[config.mk]
export PLATFORM = sky130hd
export DESIGN_NAME = nic_init_seq
export DESIGN_NICKNAME = d
export VERILOG_FILES = /design/src/rtl/nic_init_pkg.sv /design/src/rtl/nic_blk_fetch.sv /design/src/rtl/nic_cfg_bank.sv /design/src/rtl/nic_ring_ptr.sv /design/src/rtl/nic_init_seq.sv
export SDC_FILE = /design/constraint.sdc
export NUM_CORES = 1
export LEC_CHECK = 0
export BUFFER_PORTS_ARGS = -buffer_cell sky130_fd_sc_hd__buf_4
export CAP_MARGIN = 10
export CELL_PAD_IN_SITES_DETAIL_PLACEMENT = 1
export CELL_PAD_IN_SITES_GLOBAL_PLACEMENT = 2
export CORE_UTILIZATION = 33
export DETAILED_ROUTE_END_ITERATION = 10
export PLACE_DENSITY = 0.89
export SLEW_MARGIN = 20
export SYNTH_ARGS = -nofsm -noshare
export SYNTH_HDL_FRONTEND = slang
export SYNTH_SLANG_ARGS = --single-unit
[constraint.sdc]
create_clock -name clk -period 4.1 [get_ports clk]
set_clock_uncertainty 0.2 [all_clocks]
set_input_delay 0.82 -clock clk [delete_from_list [all_inputs] [get_ports clk]]
set_output_delay 0.82 -clock clk [all_outputs]
set_load 0.02 [all_outputs]
[src/rtl/nic_init_pkg.sv]
package nic_init_pkg;
  typedef enum logic [2:0] {
    ST_IDLE, ST_FETCH, ST_RUN, ST_DRN_TX, ST_DRN_RX, ST_SUSP
  } seq_st_e;

  // register index layout shared by fetched words and direct writes
  localparam int unsigned IDX_MODE  = 0;
  localparam int unsigned IDX_RING0 = 1;  // lo, hi, len for ring r at IDX_RING0 + 3r
  localparam int unsigned RING_STRIDE = 3;

  localparam int unsigned MODE_TXOFF_BIT = 0;
  localparam int unsigned MODE_RXOFF_BIT = 1;
endpackage

[src/rtl/nic_blk_fetch.sv]
module nic_blk_fetch #(
  parameter int unsigned ADDR_W    = 24,
  parameter int unsigned WORD_W    = 16,
  parameter int unsigned BLK_WORDS = 12,
  localparam int unsigned SEL_W    = $clog2(BLK_WORDS)
) (
  input  logic              clk,
  input  logic              rst_n,
  input  logic              go,
  input  logic              abort,
  input  logic [ADDR_W-1:0] base,
  output logic              rd_req_valid,
  input  logic              rd_req_ready,
  output logic [ADDR_W-1:0] rd_req_addr,
  input  logic              rd_rsp_valid,
  input  logic [WORD_W-1:0] rd_rsp_data,
  output logic              rd_rsp_ready,
  output logic              wr_en,
  output logic [SEL_W-1:0]  wr_idx,
  output logic [WORD_W-1:0] wr_data,
  output logic              last,
  output logic              busy
);
  localparam logic [SEL_W-1:0] LAST_IDX = SEL_W'(BLK_WORDS - 1);

  logic              busy_q, wait_q;
  logic [SEL_W-1:0]  idx_q;
  logic [ADDR_W-1:0] base_q;

  always_ff @(posedge clk) begin
    if (!rst_n) begin
      busy_q <= 1'b0;
      wait_q <= 1'b0;
      idx_q  <= '0;
      base_q <= '0;
    end else if (abort) begin
      busy_q <= 1'b0;
      wait_q <= 1'b0;
      idx_q  <= '0;
    end else if (go) begin
      busy_q <= 1'b1;
      wait_q <= 1'b0;
      idx_q  <= '0;
      base_q <= base;
    end else if (busy_q) begin
      if (!wait_q) begin
        if (rd_req_ready) wait_q <= 1'b1;
      end else if (rd_rsp_valid) begin
        wait_q <= 1'b0;
        if (idx_q == LAST_IDX) begin
          busy_q <= 1'b0;
          idx_q  <= '0;
        end else begin
          idx_q <= idx_q + 1'b1;
        end
      end
    end
  end

  // byte address of the current 16-bit word
  assign rd_req_addr  = base_q + (ADDR_W'(idx_q) << 1);
  assign rd_req_valid = busy_q && !wait_q;
  assign rd_rsp_ready = busy_q && wait_q;
  assign wr_en        = busy_q && wait_q && rd_rsp_valid && !abort;
  assign wr_idx       = idx_q;
  assign wr_data      = rd_rsp_data;
  assign last         = wr_en && (idx_q == LAST_IDX);
  assign busy         = busy_q;
endmodule

[src/rtl/nic_cfg_bank.sv]
module nic_cfg_bank #(
  parameter int unsigned ADDR_W = 24,
  parameter int unsigned WORD_W = 16,
  parameter int unsigned LEN_W  = 8,
  parameter int unsigned SEL_W  = 4,
  parameter int unsigned RINGS  = 2,
  localparam int unsigned HI_W  = ADDR_W - WORD_W
) (
  input  logic                         clk,
  input  logic                         rst_n,
  input  logic                         wr_en,
  input  logic [SEL_W-1:0]             wr_idx,
  input  logic [WORD_W-1:0]            wr_data,
  output logic [WORD_W-1:0]            mode,
  output logic [RINGS-1:0][ADDR_W-1:0] ring_base,
  output logic [RINGS-1:0][LEN_W-1:0]  ring_len
);
  import nic_init_pkg::*;

  logic [WORD_W-1:0] mode_q;

  always_ff @(posedge clk) begin
    if (!rst_n) mode_q <= '0;
    else if (wr_en && wr_idx == SEL_W'(IDX_MODE)) mode_q <= wr_data;
  end
  assign mode = mode_q;

  for (genvar r = 0; r < RINGS; r++) begin : g_ring_regs
    localparam int unsigned LO = IDX_RING0 + RING_STRIDE * r;
    logic [WORD_W-1:0] lo_q;
    logic [HI_W-1:0]   hi_q;
    logic [LEN_W-1:0]  len_q;

    always_ff @(posedge clk) begin
      if (!rst_n) begin
        lo_q  <= '0;
        hi_q  <= '0;
        len_q <= '0;
      end else if (wr_en) begin
        if (wr_idx == SEL_W'(LO))     lo_q  <= wr_data;
        if (wr_idx == SEL_W'(LO + 1)) hi_q  <= wr_data[HI_W-1:0];
        if (wr_idx == SEL_W'(LO + 2)) len_q <= wr_data[LEN_W-1:0];
      end
    end
    assign ring_base[r] = {hi_q, lo_q};
    assign ring_len[r]  = len_q;
  end
endmodule

[src/rtl/nic_ring_ptr.sv]
module nic_ring_ptr #(
  parameter int unsigned ADDR_W      = 24,
  parameter int unsigned LEN_W       = 8,
  parameter int unsigned ENTRY_BYTES = 8
) (
  input  logic              clk,
  input  logic              rst_n,
  input  logic              load,
  input  logic              adv,
  input  logic [ADDR_W-1:0] base,
  input  logic [LEN_W-1:0]  len,
  output logic [ADDR_W-1:0] ptr
);
  localparam logic [ADDR_W-1:0] STEP = ADDR_W'(ENTRY_BYTES);

  logic [ADDR_W-1:0] ptr_q;
  logic [LEN_W-1:0]  idx_q;
  logic              at_end;

  assign at_end = (len <= LEN_W'(1)) || (idx_q >= len - 1'b1);

  always_ff @(posedge clk) begin
    if (!rst_n) begin
      ptr_q <= '0;
      idx_q <= '0;
    end else if (load) begin
      ptr_q <= base;
      idx_q <= '0;
    end else if (adv) begin
      if (at_end) begin
        ptr_q <= base;
        idx_q <= '0;
      end else begin
        ptr_q <= ptr_q + STEP;
        idx_q <= idx_q + 1'b1;
      end
    end
  end
  assign ptr = ptr_q;
endmodule

[src/rtl/nic_init_seq.sv]
module nic_init_seq #(
  parameter int unsigned ADDR_W      = 24,
  parameter int unsigned WORD_W      = 16,
  parameter int unsigned BLK_WORDS   = 12,
  parameter int unsigned LEN_W       = 8,
  parameter int unsigned ENTRY_BYTES = 8,
  localparam int unsigned SEL_W      = $clog2(BLK_WORDS),
  localparam int unsigned HI_W       = ADDR_W - WORD_W
) (
  input  logic              clk,
  input  logic              rst_n,
  input  logic              cmd_init,
  input  logic              cmd_start,
  input  logic              cmd_stop,
  input  logic              cmd_done_clr,
  input  logic              spnd_req,
  input  logic              int_en,
  input  logic [WORD_W-1:0] blk_addr_lo,
  input  logic [HI_W-1:0]   blk_addr_hi,
  input  logic              dw_en,
  input  logic [SEL_W-1:0]  dw_idx,
  input  logic [WORD_W-1:0] dw_data,
  output logic              rd_req_valid,
  input  logic              rd_req_ready,
  output logic [ADDR_W-1:0] rd_req_addr,
  input  logic              rd_rsp_valid,
  input  logic [WORD_W-1:0] rd_rsp_data,
  output logic              rd_rsp_ready,
  input  logic              tx_err,
  input  logic              rx_err,
  input  logic              tx_adv,
  input  logic              rx_adv,
  output logic              tx_drain_req,
  input  logic              tx_drain_ack,
  output logic              rx_drain_req,
  input  logic              rx_drain_ack,
  output logic [WORD_W-1:0] mode,
  output logic [ADDR_W-1:0] tx_base,
  output logic [ADDR_W-1:0] rx_base,
  output logic [LEN_W-1:0]  tx_len,
  output logic [LEN_W-1:0]  rx_len,
  output logic [ADDR_W-1:0] tx_ptr,
  output logic [ADDR_W-1:0] rx_ptr,
  output logic              init_done,
  output logic              irq,
  output logic              tx_on,
  output logic              rx_on,
  output logic              spnd_stat,
  output logic              fetch_busy
);
  import nic_init_pkg::*;

  localparam int unsigned RINGS = 2;

  seq_st_e st_q, st_d;
  logic pend_q, pend_d, done_q, done_d, irq_q, irq_d;
  logic txon_q, txon_d, rxon_q, rxon_d;
  logic ptr_load, fetch_go;

  logic             f_wr_en, f_last;
  logic [SEL_W-1:0] f_wr_idx;
  logic [WORD_W-1:0] f_wr_data;
  logic             b_wr_en;
  logic [SEL_W-1:0] b_wr_idx;
  logic [WORD_W-1:0] b_wr_data;

  logic [RINGS-1:0][ADDR_W-1:0] ring_base, ring_ptr;
  logic [RINGS-1:0][LEN_W-1:0]  ring_len;
  logic [RINGS-1:0]             ring_adv;

  // ---------------- parameter block fetch ----------------
  assign fetch_go = !cmd_stop && cmd_init && (st_q == ST_IDLE || st_q == ST_RUN);

  nic_blk_fetch #(.ADDR_W(ADDR_W), .WORD_W(WORD_W), .BLK_WORDS(BLK_WORDS)) u_fetch (
    .clk, .rst_n,
    .go(fetch_go), .abort(cmd_stop), .base({blk_addr_hi, blk_addr_lo}),
    .rd_req_valid, .rd_req_ready, .rd_req_addr,
    .rd_rsp_valid, .rd_rsp_data, .rd_rsp_ready,
    .wr_en(f_wr_en), .wr_idx(f_wr_idx), .wr_data(f_wr_data),
    .last(f_last), .busy(fetch_busy)
  );

  // fetched words own the bank while a fetch runs; direct writes are dropped then
  assign b_wr_en   = f_wr_en || (dw_en && !fetch_busy && st_q != ST_FETCH);
  assign b_wr_idx  = f_wr_en ? f_wr_idx  : dw_idx;
  assign b_wr_data = f_wr_en ? f_wr_data : dw_data;

  nic_cfg_bank #(.ADDR_W(ADDR_W), .WORD_W(WORD_W), .LEN_W(LEN_W),
                 .SEL_W(SEL_W), .RINGS(RINGS)) u_bank (
    .clk, .rst_n,
    .wr_en(b_wr_en), .wr_idx(b_wr_idx), .wr_data(b_wr_data),
    .mode, .ring_base, .ring_len
  );

  // ---------------- working pointers ----------------
  assign ring_adv[0] = tx_adv && st_q == ST_RUN && txon_q;
  assign ring_adv[1] = rx_adv && st_q == ST_RUN && rxon_q;

  for (genvar r = 0; r < RINGS; r++) begin : g_ring
    nic_ring_ptr #(.ADDR_W(ADDR_W), .LEN_W(LEN_W), .ENTRY_BYTES(ENTRY_BYTES)) u_ptr (
      .clk, .rst_n,
      .load(ptr_load), .adv(ring_adv[r]),
      .base(ring_base[r]), .len(ring_len[r]), .ptr(ring_ptr[r])
    );
  end

  // ---------------- command sequencer ----------------
  always_comb begin
    st_d     = st_q;
    pend_d   = pend_q;
    done_d   = done_q;
    irq_d    = irq_q;
    txon_d   = txon_q;
    rxon_d   = rxon_q;
    ptr_load = 1'b0;

    if (cmd_done_clr) begin
      done_d = 1'b0;
      irq_d  = 1'b0;
    end

    if (cmd_stop) begin
      st_d   = ST_IDLE;
      pend_d = 1'b0;
      done_d = 1'b0;
      irq_d  = 1'b0;
      txon_d = 1'b0;
      rxon_d = 1'b0;
    end else begin
      if (st_q == ST_RUN || st_q == ST_DRN_TX || st_q == ST_DRN_RX) begin
        if (tx_err) txon_d = 1'b0;
        if (rx_err) rxon_d = 1'b0;
      end
      unique case (st_q)
        ST_IDLE: begin
          if (cmd_init) begin
            st_d   = ST_FETCH;
            pend_d = cmd_start;
          end else if (cmd_start) begin
            st_d     = ST_RUN;
            ptr_load = 1'b1;
            txon_d   = !mode[MODE_TXOFF_BIT];
            rxon_d   = !mode[MODE_RXOFF_BIT];
          end
        end
        ST_FETCH: begin
          if (cmd_start) pend_d = 1'b1;
          if (f_last) begin
            done_d = 1'b1;
            irq_d  = irq_q || int_en;
            pend_d = 1'b0;
            if (pend_q || cmd_start) begin
              st_d     = ST_RUN;
              ptr_load = 1'b1;
              txon_d   = !mode[MODE_TXOFF_BIT];
              rxon_d   = !mode[MODE_RXOFF_BIT];
            end else begin
              st_d = ST_IDLE;
            end
          end
        end
        ST_RUN: begin
          if (cmd_init) begin
            st_d   = ST_FETCH;
            pend_d = cmd_start;
            txon_d = 1'b0;
            rxon_d = 1'b0;
          end else if (cmd_start) begin
            ptr_load = 1'b1;
            txon_d   = !mode[MODE_TXOFF_BIT];
            rxon_d   = !mode[MODE_RXOFF_BIT];
          end else if (spnd_req) begin
            if (txon_d)      st_d = ST_DRN_TX;
            else if (rxon_d) st_d = ST_DRN_RX;
            else             st_d = ST_SUSP;
          end
        end
        ST_DRN_TX: begin
          if (tx_drain_ack) st_d = rxon_d ? ST_DRN_RX : ST_SUSP;
        end
        ST_DRN_RX: begin
          if (rx_drain_ack) st_d = ST_SUSP;
        end
        ST_SUSP: begin
          if (!spnd_req) st_d = ST_RUN;
        end
        default: st_d = ST_IDLE;
      endcase
    end
  end

  always_ff @(posedge clk) begin
    if (!rst_n) begin
      st_q   <= ST_IDLE;
      pend_q <= 1'b0;
      done_q <= 1'b0;
      irq_q  <= 1'b0;
      txon_q <= 1'b0;
      rxon_q <= 1'b0;
    end else begin
      st_q   <= st_d;
      pend_q <= pend_d;
      done_q <= done_d;
      irq_q  <= irq_d;
      txon_q <= txon_d;
      rxon_q <= rxon_d;
    end
  end

  assign tx_drain_req = (st_q == ST_DRN_TX);
  assign rx_drain_req = (st_q == ST_DRN_RX);
  assign spnd_stat    = (st_q == ST_SUSP);
  assign init_done    = done_q;
  assign irq          = irq_q;
  assign tx_on        = txon_q;
  assign rx_on        = rxon_q;
  assign tx_base      = ring_base[0];
  assign rx_base      = ring_base[1];
  assign tx_len       = ring_len[0];
  assign rx_len       = ring_len[1];
  assign tx_ptr       = ring_ptr[0];
  assign rx_ptr       = ring_ptr[1];
endmodule

==> reports/results.ini <==
[run_status]
status = finished clean

[clock_network]
numCtsBuffers = 17
clk_pin_slew_ns = 0.07
h-tree-depth = 4
cts.path.max_buffers = 2
cts_tree = done
cts.sink_count = 182
cts_setup_buffers = 0
clockRootBuffer = clkbuf_16
clock_latency_ns = 0.45

[yosys]
async_flop_share_pct = 0
synth_seq_cells = 182
synth-main-ff-cell = dfxtp_1
ys_seq_area_share_pct = 40.02
synth_area_per_cell_sq_um = 8.564
syn_inst = 1063
syn_nets = 1170
syn_area_sq_um = 9104
yosys_warnings = 0
synth_cell_type_count = 76
synth_edf_count = 0

[critical_path]
worstPathRequired_ns = 3.08
critPathLaunchType = flop
worst_ep_arrival_time_ns = 2.73
path_max_fanout = 7
cpMaxStageDelayCell = fa_1
path_class = flop to output pin
critical_path_buf_inv_count = 4
slowest_delay_ns = 0.47
end_kind = output pin
path_cells = inv_1 -> fa_1 -> inv_1 -> a21oi_1 -> o21bai_1 -> buf_4 -> nand2_1 -> nor2_1 -> nand4_1 -> xnor2_1 -> buf_4
path_delay_family = buffers and inverters

[flow_run]
maxCapViolCount = 0

[floorplan]
die_area_sq_um = 28260
die_y_um = 168.1
die_width_um = 168.1
core_area_sq_um = 27030
initial_core_util_pct = 33.69
io_pins = 239
rows = 60

[power]
p_seq_share_pct = 46.5
max-vdd-ir-drop_uv = 215.8
p_comb_share_pct = 12.4
p_switching_uw = 1183
p_leak_uw = 0.004923
p_sw_share_pct = 29.39
p_int_uw = 2843
power_density_nw_per_um2 = 342.7
p_clk_share_pct = 41.1

[sta]
fmax_ghz = 0.2665
period_share_pct = 91.52
maxSlewViolCount = 0
worst_pin_slew_ns = 0.9988
slew_headroom_pct = 33.41
hold_violations = 0
rsz0062_at_grt = no
tns_ns = 0
period_needed_ns = 3.752
setup_viol = 0

[placement]
dp_cells = 1597
numPortBuffers = 238
place_congestion = 0.8367
dpl.hpwl_mm = 22.85

[detailed_routing]
vias_per_cell = 5.282
first_pass_iters = 4
post-route-drc-count = 0
ant_nets = 0
drtIter0Drc = 521
wl_per_cell_um = 18.90
vias = 8599
drt-total-wl_mm = 30.78

[layout]
area_growth_pct = 29.07
fin_util_pct = 43.48
fin_cells = 1628
nets = 1382
antennaDiodeCount = 0
final_cell_mix = buf_4 (257), dfxtp_1 (181), nor2_1 (132)
drive_gt1_share_pct = 24.94
layout_commonest_cell = buf_4

[global_route]
grt_pass1_wl_mm = 47.79
antenna_found_initial = 0
grt_pass1_vias = 8478
globalRouteOverflowTotal = 0
grt_max_degree = 78
track_usage_pct = 21.60

[worst_hold_path]
hold_path.class = flop to flop

[logic make-up (layout without fill, tap and decap cells)]
kind of cell / count (synthesis) / after routing / synth area share [%]
adders and majority gates: 30 / 30 / 4.206
xor gates and xnor gates: 69 / 69 / 6.638
AOI/OAI and AO/OA: 251 / 251 / 17.96
muxes: 46 / 46 / 5.182
buffers and inverters: 85 / 309 / 4.384
DFF: 182 / 182 / 40.02
and+or+nand+nor: 400 / 400 / 21.61
[path summary, 6_finish.rpt]
path / startpoint / end / slack (ns) / cells past startpoint
worst max-delay path: u_fetch.wr_idx[1] / rd_req_addr[23] / 0.35 / 11
worst min-delay path: g_ring[1].u_ptr.ptr[2] / g_ring[1].u_ptr.ptr[2] / 0.26 / 2
worst max register to register: st_q[0] / g_ring[1].u_ptr.ptr[10] / 0.71 / 7
worst min register to register: g_ring[1].u_ptr.ptr[2] / g_ring[1].u_ptr.ptr[2] / 0.26 / 2
[tightest hold or removal path, cell delays in order (launching register included)]
cell and delay [ns]:
dfxtp_1 0.31, nand2_1 0.05, a21oi_1 0.05
[cells in the mapped netlist (6+ instances only)]
master | instances | area, sq um
nand4_1 | 20 | 125.1
nand2_1 | 111 | 416.7
mux2_2 | 9 | 101.4
nand2b_1 | 8 | 50.05
nor2_1 | 132 | 495.5
a21oi_1 | 81 | 405.4
and3_1 | 24 | 150.1
xor2_1 | 38 | 332.8
a211oi_1 | 73 | 548.0
inv_1 | 20 | 75.07
clkbuf_1 | 36 | 135.1
ha_1 | 29 | 362.9
and4_1 | 8 | 70.07
dfxtp_1 | 182 | 3643
o211ai_1 | 6 | 45.04
buf_2 | 19 | 95.09
a31oi_1 | 8 | 50.05
buf_4 | 6 | 45.04
o21ai_0 | 38 | 190.2
nor4_1 | 7 | 43.79
xnor2_1 | 31 | 271.5
mux2i_1 | 37 | 370.4
nand3_1 | 36 | 180.2
nor3_1 | 13 | 65.06
[flip-flops by register name (all words and copies together), names as in the netlist, 3 cells and up]
register / count
u_bank.g_ring_regs.hi_q: 16
g_ring.u_ptr.idx_q: 16
u_fetch.wr_idx: 4
u_bank.g_ring_regs.lo_q: 32
u_bank.mode: 16
st_q: 3
g_ring.u_ptr.ptr: 48
u_bank.g_ring_regs.len_q: 16
u_fetch.base_q: 24
[power by group through the flow]
stage / logic [uW] / registers (uW) / clock network, uW
after floorplan: 252 / 1940 / 0
after global placement: 491 / 1910 / 0
after detailed placement: 501 / 1910 / 0
after CTS: 503 / 1870 / 1700
after global routing: 539 / 1880 / 1770
final: 498 / 1870 / 1660
[layout make-up]
type	instances	area (sq um)
Inverter	20	76.32
Sequential cell	182	3645
Fill cell	3180	15280
Multi-Input combinational cell	796	5069
Timing Repair Buffer	258	1949
Tap cell	341	426.7
Clock inverter	14	158.9
Clock buffer	17	425.4
[repair_timing]
action / in CTS / in global routing
endpoints found under the setup margin: 0 / 1
hold buffers: 0 / 0
endpoints found under the hold margin: 0 / 0
gates resized for setup: 0 / 1
[through the flow]
stage / setup WS [ns] / power, uW / area (sq um) / hold slack (ns)
after floorplan: 0.8260 / 2188 / 9104 / 0.2367
after global placement: 0.6068 / 2405 / 11160 / 0.2433
after detailed placement: 0.4825 / 2416 / 11160 / 0.2552
after CTS: 0.2411 / 4072 / 11750 / 0.2667
after global routing: 0.08392 / 4195 / 11750 / 0.2959
final: 0.3478 / 4027 / 11750 / 0.2603
[per-layer routing]
metal,part of all wire [%],global-route usage [%]
met5,0,0
met4,0.90,3.676
met3,6.2,6.582
met2,49,37.32
met1,44,26.70
Power figures use the tool's default switching activity.
